[src/rtl/sbp_pkg.sv]
package sbp_pkg;

  typedef enum logic [2:0] {
    ST_IDLE,
    ST_FILL_WAIT,
    ST_FILL_TAIL,
    ST_CLEAR,
    ST_EMPTY_CHK,
    ST_EMPTY_B1,
    ST_EMPTY_FORM,
    ST_EMPTY_WAIT
  } sbp_state_e;

  // byte offset of packed word n: floor(3n/2)
  function automatic logic [15:0] pk_offset(input logic [15:0] n);
    return n + (n >> 1);
  endfunction

  // number of words a command moves
  function automatic logic [15:0] pk_count(input logic [15:0] sd_bytes,
                                           input logic dbl, input logic bytes);
    logic [15:0] per;
    per = dbl ? (sd_bytes << 1) : sd_bytes;
    return bytes ? per : (per >> 1);
  endfunction

  // first byte touched by a 12-bit word
  function automatic logic [7:0] pk_lead(input logic [11:0] w, input logic odd,
                                         input logic [3:0] keep);
    return odd ? {keep, w[11:8]} : w[11:4];
  endfunction

  // second byte touched by a 12-bit word
  function automatic logic [7:0] pk_trail(input logic [11:0] w, input logic odd);
    return odd ? w[7:0] : {w[3:0], 4'h0};
  endfunction

  // rebuild a 12-bit word from its two bytes
  function automatic logic [11:0] pk_join(input logic [7:0] b0, input logic [7:0] b1,
                                          input logic odd);
    return odd ? {b0[3:0], b1} : {b0, b1[7:4]};
  endfunction

endpackage

[src/rtl/sbp_store.sv]
module sbp_store #(
  parameter int DEPTH = 256,
  localparam int AW = $clog2(DEPTH)
) (
  input  logic          clk,
  input  logic          en,
  input  logic          we,
  input  logic [AW-1:0] addr,
  input  logic [7:0]    wdata,
  output logic [7:0]    rdata
);
  logic [7:0] mem [DEPTH];

  always_ff @(posedge clk) begin
    if (en) begin
      if (we) mem[addr] <= wdata;
      else    rdata     <= mem[addr];
    end
  end
endmodule

[src/rtl/sbp_engine.sv]
module sbp_engine
  import sbp_pkg::*;
#(
  parameter int SD_BYTES = 128,
  localparam int MAXB = 2 * SD_BYTES,
  localparam int AW = $clog2(MAXB),
  localparam int PW = AW + 1
) (
  input  logic          clk,
  input  logic          rst_n,
  input  logic          cmd_start,
  input  logic          cmd_fill,
  input  logic          cmd_bytes,
  input  logic          cmd_double,
  input  logic          host_wr,
  input  logic [11:0]   host_wdata,
  input  logic          host_rd,
  input  logic [11:0]   acc_in,
  output logic [11:0]   host_rdata,
  output logic          xfer_ready,
  output logic          busy,
  output logic          done,
  output logic          mem_en,
  output logic          mem_we,
  output logic [AW-1:0] mem_addr,
  output logic [7:0]    mem_wdata,
  input  logic [7:0]    mem_rdata
);
  sbp_state_e    state;
  logic [PW-1:0] ptr, cnt, zptr;
  logic          mode_fill, mode_bytes, mode_double;
  logic [11:0]   dreg;
  logic [3:0]    nib;
  logic [7:0]    hold;
  logic          done_q;

  // named internal events
  logic          fill_take, empty_take, clear_wr, empty_end, cmd_take;
  logic [PW-1:0] koff, koff1, ptr_nx, tail_lo, last_byte, cmd_cnt;

  assign koff      = PW'(pk_offset(16'(ptr)));
  assign koff1     = koff + PW'(1);
  assign ptr_nx    = ptr + PW'(1);
  assign tail_lo   = PW'(pk_offset(16'(cnt)));
  assign last_byte = (mode_double ? PW'(MAXB) : PW'(SD_BYTES)) - PW'(1);
  assign cmd_cnt   = PW'(pk_count(16'(SD_BYTES), cmd_double, cmd_bytes));

  assign cmd_take   = (state == ST_IDLE) && cmd_start;
  assign fill_take  = (state == ST_FILL_WAIT) && host_wr;
  assign empty_take = (state == ST_EMPTY_WAIT) && host_rd;
  assign clear_wr   = (state == ST_CLEAR);
  assign empty_end  = (state == ST_EMPTY_CHK) && (ptr >= cnt);

  assign xfer_ready = (state == ST_FILL_WAIT) || (state == ST_EMPTY_WAIT);
  assign busy       = (state != ST_IDLE);
  assign done       = done_q;
  assign host_rdata = mode_bytes ? (acc_in | {4'h0, dreg[7:0]}) : dreg;

  // store access
  always_comb begin
    mem_en    = 1'b0;
    mem_we    = 1'b0;
    mem_addr  = '0;
    mem_wdata = '0;
    case (state)
      ST_FILL_WAIT: if (host_wr) begin
        mem_en    = 1'b1;
        mem_we    = 1'b1;
        mem_addr  = mode_bytes ? AW'(ptr) : AW'(koff);
        mem_wdata = mode_bytes ? host_wdata[7:0] : pk_lead(host_wdata, ptr[0], nib);
      end
      ST_FILL_TAIL: if (!mode_bytes) begin
        mem_en    = 1'b1;
        mem_we    = 1'b1;
        mem_addr  = AW'(koff1);
        mem_wdata = pk_trail(dreg, ptr[0]);
      end
      ST_CLEAR: begin
        mem_en    = 1'b1;
        mem_we    = 1'b1;
        mem_addr  = AW'(zptr);
      end
      ST_EMPTY_CHK: if (ptr < cnt) begin
        mem_en    = 1'b1;
        mem_addr  = mode_bytes ? AW'(ptr) : AW'(koff);
      end
      ST_EMPTY_B1: begin
        mem_en    = 1'b1;
        mem_addr  = AW'(koff1);
      end
      default: ;
    endcase
  end

  always_ff @(posedge clk) begin
    if (!rst_n) begin
      state       <= ST_IDLE;
      ptr         <= '0;
      cnt         <= '0;
      zptr        <= '0;
      mode_fill   <= 1'b0;
      mode_bytes  <= 1'b0;
      mode_double <= 1'b0;
      dreg        <= '0;
      nib         <= '0;
      hold        <= '0;
      done_q      <= 1'b0;
    end else begin
      done_q <= 1'b0;
      case (state)
        ST_IDLE: if (cmd_start) begin
          mode_fill   <= cmd_fill;
          mode_bytes  <= cmd_bytes;
          mode_double <= cmd_double;
          cnt         <= cmd_cnt;
          ptr         <= '0;
          state       <= cmd_fill ? ST_FILL_WAIT : ST_EMPTY_CHK;
        end
        ST_FILL_WAIT: if (host_wr) begin
          dreg  <= host_wdata;
          if (!ptr[0]) nib <= host_wdata[3:0];
          state <= ST_FILL_TAIL;
        end
        ST_FILL_TAIL: begin
          ptr <= ptr_nx;
          if (ptr_nx < cnt) begin
            state <= ST_FILL_WAIT;
          end else if (!mode_bytes) begin
            zptr  <= PW'(pk_offset(16'(ptr_nx)));
            state <= ST_CLEAR;
          end else begin
            state  <= ST_IDLE;
            done_q <= 1'b1;
          end
        end
        ST_CLEAR: begin
          zptr <= zptr + PW'(1);
          if (zptr == last_byte) begin
            state  <= ST_IDLE;
            done_q <= 1'b1;
          end
        end
        ST_EMPTY_CHK: begin
          if (ptr >= cnt) begin
            state  <= ST_IDLE;
            done_q <= 1'b1;
          end else begin
            state <= mode_bytes ? ST_EMPTY_FORM : ST_EMPTY_B1;
          end
        end
        ST_EMPTY_B1: begin
          hold  <= mem_rdata;
          state <= ST_EMPTY_FORM;
        end
        ST_EMPTY_FORM: begin
          dreg  <= mode_bytes ? {4'h0, mem_rdata} : pk_join(hold, mem_rdata, ptr[0]);
          ptr   <= ptr_nx;
          state <= ST_EMPTY_WAIT;
        end
        ST_EMPTY_WAIT: if (host_rd) state <= ST_EMPTY_CHK;
        default: state <= ST_IDLE;
      endcase
    end
  end

  // pointer never runs past the word count
  assert_ptr_bound_R2: assert property (@(posedge clk) disable iff (!rst_n)
    busy |-> (ptr <= cnt));

  // ready drops after each accepted word
  assert_ready_drop_R9: assert property (@(posedge clk) disable iff (!rst_n)
    (fill_take || empty_take) |=> !xfer_ready);

  // clearing stays inside the tail region and writes zero
  assert_clear_region_R7: assert property (@(posedge clk) disable iff (!rst_n)
    clear_wr |-> ((zptr >= tail_lo) && (zptr <= last_byte) && (mem_wdata == 8'h00)));

  // exhausted empty completes on the next cycle
  assert_empty_end_R8: assert property (@(posedge clk) disable iff (!rst_n)
    empty_end |=> (done && !xfer_ready));

  // done is a single pulse and coincides with idle
  assert_done_pulse_R13: assert property (@(posedge clk) disable iff (!rst_n)
    done |=> !done);
  assert_done_idle_R13: assert property (@(posedge clk) disable iff (!rst_n)
    done |-> !busy);

  // a command arriving while busy leaves the mode untouched
  assert_cmd_ignored_R10: assert property (@(posedge clk) disable iff (!rst_n)
    (cmd_start && busy) |=> ($stable(mode_fill) && $stable(cnt) && $stable(mode_bytes)));
endmodule

[src/rtl/sbp_top.sv]
module sbp_top #(
  parameter int SD_BYTES = 128,
  localparam int MAXB = 2 * SD_BYTES,
  localparam int AW = $clog2(MAXB)
) (
  input  logic          clk,
  input  logic          rst_n,
  input  logic          cmd_start,
  input  logic          cmd_fill,
  input  logic          cmd_bytes,
  input  logic          cmd_double,
  input  logic          host_wr,
  input  logic [11:0]   host_wdata,
  input  logic          host_rd,
  input  logic [11:0]   acc_in,
  output logic [11:0]   host_rdata,
  output logic          xfer_ready,
  output logic          busy,
  output logic          done,
  input  logic          disk_en,
  input  logic          disk_we,
  input  logic [AW-1:0] disk_addr,
  input  logic [7:0]    disk_wdata,
  output logic [7:0]    disk_rdata
);
  logic          eng_en, eng_we;
  logic [AW-1:0] eng_addr;
  logic [7:0]    eng_wdata;
  logic          st_en, st_we;
  logic [AW-1:0] st_addr;
  logic [7:0]    st_wdata, st_rdata;
  logic          disk_grant;

  sbp_engine #(.SD_BYTES(SD_BYTES)) u_engine (
    .clk        (clk),
    .rst_n      (rst_n),
    .cmd_start  (cmd_start),
    .cmd_fill   (cmd_fill),
    .cmd_bytes  (cmd_bytes),
    .cmd_double (cmd_double),
    .host_wr    (host_wr),
    .host_wdata (host_wdata),
    .host_rd    (host_rd),
    .acc_in     (acc_in),
    .host_rdata (host_rdata),
    .xfer_ready (xfer_ready),
    .busy       (busy),
    .done       (done),
    .mem_en     (eng_en),
    .mem_we     (eng_we),
    .mem_addr   (eng_addr),
    .mem_wdata  (eng_wdata),
    .mem_rdata  (st_rdata)
  );

  // the disk side owns the store whenever no command is running
  assign disk_grant = !busy;
  assign st_en      = disk_grant ? disk_en    : eng_en;
  assign st_we      = disk_grant ? disk_we    : eng_we;
  assign st_addr    = disk_grant ? disk_addr  : eng_addr;
  assign st_wdata   = disk_grant ? disk_wdata : eng_wdata;
  assign disk_rdata = st_rdata;

  sbp_store #(.DEPTH(MAXB)) u_store (
    .clk   (clk),
    .en    (st_en),
    .we    (st_we),
    .addr  (st_addr),
    .wdata (st_wdata),
    .rdata (st_rdata)
  );

  // the engine only touches the store while it holds a command
  assert_engine_owner_R11: assert property (@(posedge clk) disable iff (!rst_n)
    eng_en |-> busy);
endmodule

[config.mk]
export PLATFORM = sky130hd
export DESIGN_NAME = sbp_top
export DESIGN_NICKNAME = d
export VERILOG_FILES = /design/src/rtl/sbp_pkg.sv /design/src/rtl/sbp_store.sv /design/src/rtl/sbp_engine.sv /design/src/rtl/sbp_top.sv
export SDC_FILE = /design/constraint.sdc
export NUM_CORES = 2
export LEC_CHECK = 0
export BUFFER_PORTS_ARGS = -buffer_cell sky130_fd_sc_hd__buf_2
export CAP_MARGIN = 10
export CORE_MARGIN = 3
export CORE_UTILIZATION = 25
export DETAILED_ROUTE_END_ITERATION = 8
export PLACE_DENSITY = 0.44
export SYNTH_ARGS = -nofsm -noshare
export SYNTH_HDL_FRONTEND = slang
export SYNTH_SLANG_ARGS = --single-unit
[constraint.sdc]
create_clock -name clk -period 26.8 [get_ports clk]
set_input_delay 2.68 -clock clk [delete_from_list [all_inputs] [get_ports clk]]
set_output_delay 2.68 -clock clk [all_outputs]
set_load 0.005 [all_outputs]
==> flow_metrics.py <==
metrics = {
    "yosys": {
        "async_set_or_reset_flop_fraction_in_the_synthesized_netlist_pct": 0,
        "yosys_register_bits": 2107,
        "yosys-top-cells-area": "sky130_fd_sc_hd__edfxtp_1, sky130_fd_sc_hd__nand2_1, sky130_fd_sc_hd__mux2i_1",
        "synth_flop_cell": "sky130_fd_sc_hd__edfxtp_1",
        "post-synth-top-area-cell": "sky130_fd_sc_hd__edfxtp_1",
        "post_synth_instance_area_um2": 86400,
        "syn-instance-count": 6185,
        "synthDominantCellAreaShare_pct": 71.4,
        "yosys_warnings": 0,
        "ys_types": 103,
        "ys_seq_area_share_pct": 72.6,
        "number_of_enable_type_register_cells_in_the_synthesized_netlist": 2056,
        "postSynthAreaPerCell_um2": 14.0,
        "synth.net_count": 6263,
    },
    "detailed_routing": {
        "detailedRoute.firstIterationViolations": 5741,
        "routed_wirelength_um": 284000,
        "post_drt_wl_per_cell_um": 25.9,
        "route.detailed.drc": 0,
        "first_pass_iters": 8,
        "drtAntennaViolNets": 0,
        "dr_total_vias": 53200,
        "vias_per_cell": 4.86,
    },
    "clock_network": {
        "cts.path.max_buffers": 3,
        "clk_transition_reported_paths_ns": 0.06,
        "numClockSinks": 2107,
        "number_of_hold_repair_buffers_added_at_the_cts_stage": 0,
        "worstSkewPairLatency_ns": 0.88,
        "tritoncts": "done",
        "cts.repair.resized": 0,
        "htree_num_levels": 4,
        "cts_post_setup_buffers_inserted": 0,
        "number_of_buffers_created_by_cts": 224,
        "cts-root-buf": "sky130_fd_sc_hd__clkbuf_16",
    },
    "layout": {
        "final_cell_area_um2": 98700,
        "nFillCells": 34500,
        "layout-drive-gt1-share_pct": 9.79,
        "finish.net_count": 6290,
        "area.growth.synth_to_final_pct": 14.2,
    },
    "grt": {
        "grt_first_pass_wirelength_um": 401000,
        "grt_max_degree": 197,
        "grt_overflow_total": 0,
        "grt_pass1_vias": 51400,
        "grt_use_total_pct": 15.6,
        "grt_antenna_before_repair": 13,
    },
    "timing": {
        "worstMarginPinSlew_ns": 1.29,
        "clock-skew-final_ns": 0.0408,
        "slew_headroom_pct": 13.9,
        "drv_slew": 0,
        "max_clock_freq_mhz": 125,
        "timing.final.crit_share_pct": 29.8,
        "period_needed_ns": 7.98,
        "report.final.setup_viol": 0,
        "final_hold_viol_count": 0,
        "tns_ns": 0,
        "rsz0062_at_grt": "no",
    },
    "worst_setup_path": {
        "required_ns": 27.42,
        "critical_path.max_fanout": 126,
        "crit_start": "host_wr",
        "timing.critical_path.arrival_ns": 8.61,
        "timing.setup.critical_path_class": "primary input to flip-flop",
        "worst_setup_path_end_kind": "flip-flop",
        "reg2reg_from": "u_engine.ptr[0]",
        "critical_path.startpoint_type": "primary input",
    },
    "placed_design": {
        "gpl.final_weighted_congestion": 0.787,
        "detailedPlacementHpwl_um": 166000,
        "portBuffers": 72,
        "dpl_cell_area_um2": 91700,
    },
    "die": {
        "start_util_pct": 25.2,
        "die_height_um": 594,
        "core_footprint_um2": 344000,
        "io_pins": 73,
        "die_width_um": 594,
        "std_cell_rows": 215,
        "die-area_um2": 353000,
    },
    "power": {
        "power_switching_share_pct": 31.3,
        "power.ir.vdd_worst_mv": 0.0759,
        "power.combinational.fraction_pct": 21.3,
        "p_leak_nw": 32.7,
        "p_per_area_nw_per_um2": 88.6,
        "power.switching_mw": 2.74,
        "clock_network_fraction_of_total_power_pct": 34.6,
        "cellInternalPower_mw": 6.01,
        "power.sequential.fraction_pct": 44.1,
    },
    "job": {
        "max-cap-violations": 0,
    },
    "worst_hold_path": {
        "timing.hold.worst.start": "u_engine.hold[5]",
        "hold_path.class": "flip-flop to flip-flop",
    },
    "outcome": {
        "outcome": "complete, no violations",
    },
}
## final cells by class
type                    instances  area, um^2  area share (%)
inverters                      27         101           0.103
flip-flops and latches       2107       62800            63.6
clock buffers                 279        5900            5.97
clock inverters               137        1150            1.16
diodes                          7        17.5          0.0177
multi-input cells            3646       21600            21.9
repair buffers                206        1500            1.52
well taps                    4557        5700            5.78
## per-layer routing
| metal | GRT usage, % | vias to the layer above | routed length (um) | part of all wire [%] |
|---|---|---|---|---|
| li1 | - | 23400 | - | - |
| met1 | 22.0 | 27600 | 128000 | 45 |
| met2 | 24.7 | 1879 | 131000 | 46 |
| met3 | 2.58 | 335 | 18800 | 6.6 |
| met4 | 3.96 | 2 | 6590 | 2.3 |
| met5 | 0 | - | 13 | 0.0046 |
## flip-flops by register name, summed over array words and instances, names as in the netlist, 3 cells and up
| name | count |
|---|---|
| u_engine.state | 3 |
| u_engine.dreg | 12 |
| u_engine.nib | 4 |
| u_store.mem | 2048 |
| u_engine.zptr | 9 |
| u_store.rdata | 8 |
| u_engine.cnt | 3 |
| u_engine.ptr | 9 |
| u_engine.hold | 8 |
## synthesized netlist by cell type (21+ instances only)
| cell | count |
|---|---|
| sky130_fd_sc_hd__a2111oi_0 | 21 |
| sky130_fd_sc_hd__a21boi_0 | 30 |
| sky130_fd_sc_hd__a21o_1 | 25 |
| sky130_fd_sc_hd__a21oi_1 | 120 |
| sky130_fd_sc_hd__a221oi_1 | 40 |
| sky130_fd_sc_hd__a22o_1 | 31 |
| sky130_fd_sc_hd__a22oi_1 | 33 |
| sky130_fd_sc_hd__a31oi_1 | 43 |
| sky130_fd_sc_hd__a32o_1 | 41 |
| sky130_fd_sc_hd__a32oi_1 | 81 |
| sky130_fd_sc_hd__and3_1 | 64 |
| sky130_fd_sc_hd__buf_2 | 180 |
| sky130_fd_sc_hd__buf_4 | 62 |
| sky130_fd_sc_hd__buf_6 | 38 |
| sky130_fd_sc_hd__clkbuf_1 | 109 |
| sky130_fd_sc_hd__dfxtp_1 | 51 |
| sky130_fd_sc_hd__edfxtp_1 | 2056 |
| sky130_fd_sc_hd__ha_1 | 27 |
| sky130_fd_sc_hd__inv_1 | 27 |
| sky130_fd_sc_hd__mux2i_1 | 389 |
| sky130_fd_sc_hd__mux4_2 | 25 |
| sky130_fd_sc_hd__nand2_1 | 1315 |
| sky130_fd_sc_hd__nand3_1 | 575 |
| sky130_fd_sc_hd__nand4_1 | 57 |
| sky130_fd_sc_hd__nor2_1 | 322 |
| sky130_fd_sc_hd__o21ai_0 | 77 |
## stage by stage
stage               util, %  power, mW  hold WS, ns  setup slack [ns]  std cells
CTS                    28.7       8.81        0.473             18.92      11000
finish                 28.7       8.75        0.470             18.82      11000
floorplan                 -       5.15        0.443             11.56       6185
detailed placement     26.7       5.80        0.465             17.96      10500
global route           28.7       9.04        0.497             18.74      11000
global placement       26.7       5.79        0.456             17.86      10500
## cells by family after synthesis
| group | synth area share (%) |
|---|---|
| buffers and inverters | 2.74 |
| flip-flops | 72.6 |
| multiplexers | 5.28 |
| XOR/XNOR | 0.290 |
| AND/OR/NAND/NOR | 12.3 |
| adder cells (fa/ha/maj) | 0.414 |
| AO/OA/AOI/OAI | 6.33 |
## cells in the final DEF (no fill, tap or decap), types with 16 or more instances in the layout
| cell | n |
|---|---|
| sky130_fd_sc_hd__buf_2 | 73 |
| sky130_fd_sc_hd__a32o_1 | 41 |
| sky130_fd_sc_hd__clkbuf_1 | 51 |
| sky130_fd_sc_hd__xnor2_1 | 17 |
| sky130_fd_sc_hd__nand4_1 | 57 |
| sky130_fd_sc_hd__mux2i_1 | 389 |
| sky130_fd_sc_hd__edfxtp_1 | 2056 |
| sky130_fd_sc_hd__a31oi_1 | 43 |
| sky130_fd_sc_hd__clkbuf_16 | 228 |
| sky130_fd_sc_hd__a21o_1 | 24 |
| sky130_fd_sc_hd__ha_1 | 27 |
| sky130_fd_sc_hd__a211oi_1 | 18 |
| sky130_fd_sc_hd__inv_1 | 27 |
| sky130_fd_sc_hd__and3_1 | 64 |
| sky130_fd_sc_hd__dfxtp_1 | 50 |
| sky130_fd_sc_hd__nand2_2 | 16 |
| sky130_fd_sc_hd__a22oi_1 | 33 |
| sky130_fd_sc_hd__a32oi_1 | 81 |
| sky130_fd_sc_hd__nand3_1 | 575 |
| sky130_fd_sc_hd__bufinv_16 | 17 |
| sky130_fd_sc_hd__clkinv_1 | 62 |
| sky130_fd_sc_hd__mux4_2 | 25 |
| sky130_fd_sc_hd__a22o_1 | 31 |
| sky130_fd_sc_hd__a2111oi_0 | 21 |
| sky130_fd_sc_hd__nor2_1 | 315 |
| sky130_fd_sc_hd__o22ai_1 | 18 |
| sky130_fd_sc_hd__o21ai_0 | 73 |
| sky130_fd_sc_hd__clkinv_2 | 43 |
| sky130_fd_sc_hd__a21boi_0 | 30 |
| sky130_fd_sc_hd__buf_4 | 122 |
| sky130_fd_sc_hd__a221o_1 | 19 |
| sky130_fd_sc_hd__nand2_1 | 1299 |
| sky130_fd_sc_hd__a221oi_1 | 39 |
| sky130_fd_sc_hd__a21oi_1 | 120 |
## worst max-delay path, cell delays in order
cell and delay (ns):
sky130_fd_sc_hd__buf_2 0.13, sky130_fd_sc_hd__nand4bb_2 0.08, sky130_fd_sc_hd__buf_4 0.40, sky130_fd_sc_hd__nor2_1 0.17, sky130_fd_sc_hd__a2111oi_4 0.34, sky130_fd_sc_hd__buf_4 0.72
sky130_fd_sc_hd__buf_12 0.54, sky130_fd_sc_hd__buf_12 0.38, sky130_fd_sc_hd__mux2i_1 0.32, sky130_fd_sc_hd__a22o_1 0.21, sky130_fd_sc_hd__a221o_1 0.17, sky130_fd_sc_hd__o32ai_1 0.12
sky130_fd_sc_hd__a311oi_1 0.91, sky130_fd_sc_hd__nand4_1 0.44, sky130_fd_sc_hd__and4_1 0.31
## path summary, 6_finish.rpt
path,cells past startpoint,slack [ns],endpoint
max,15,18.82,u_store.rdata[2]
min,2,0.47,u_engine.hold[5]
max reg2reg,16,19.36,u_store.rdata[2]
min reg2reg,2,0.47,u_engine.hold[5]
## power groups by stage
stage | sequential (mW) | clock, mW | combinational (mW)
CTS | 3.86 | 3.08 | 1.88
global placement | 3.93 | 0 | 1.87
global route | 3.86 | 3.20 | 1.98
finish | 3.86 | 3.02 | 1.86
floorplan | 4.06 | 0 | 1.09
detailed placement | 3.93 | 0 | 1.87
(Power assumes the default switching activity.)
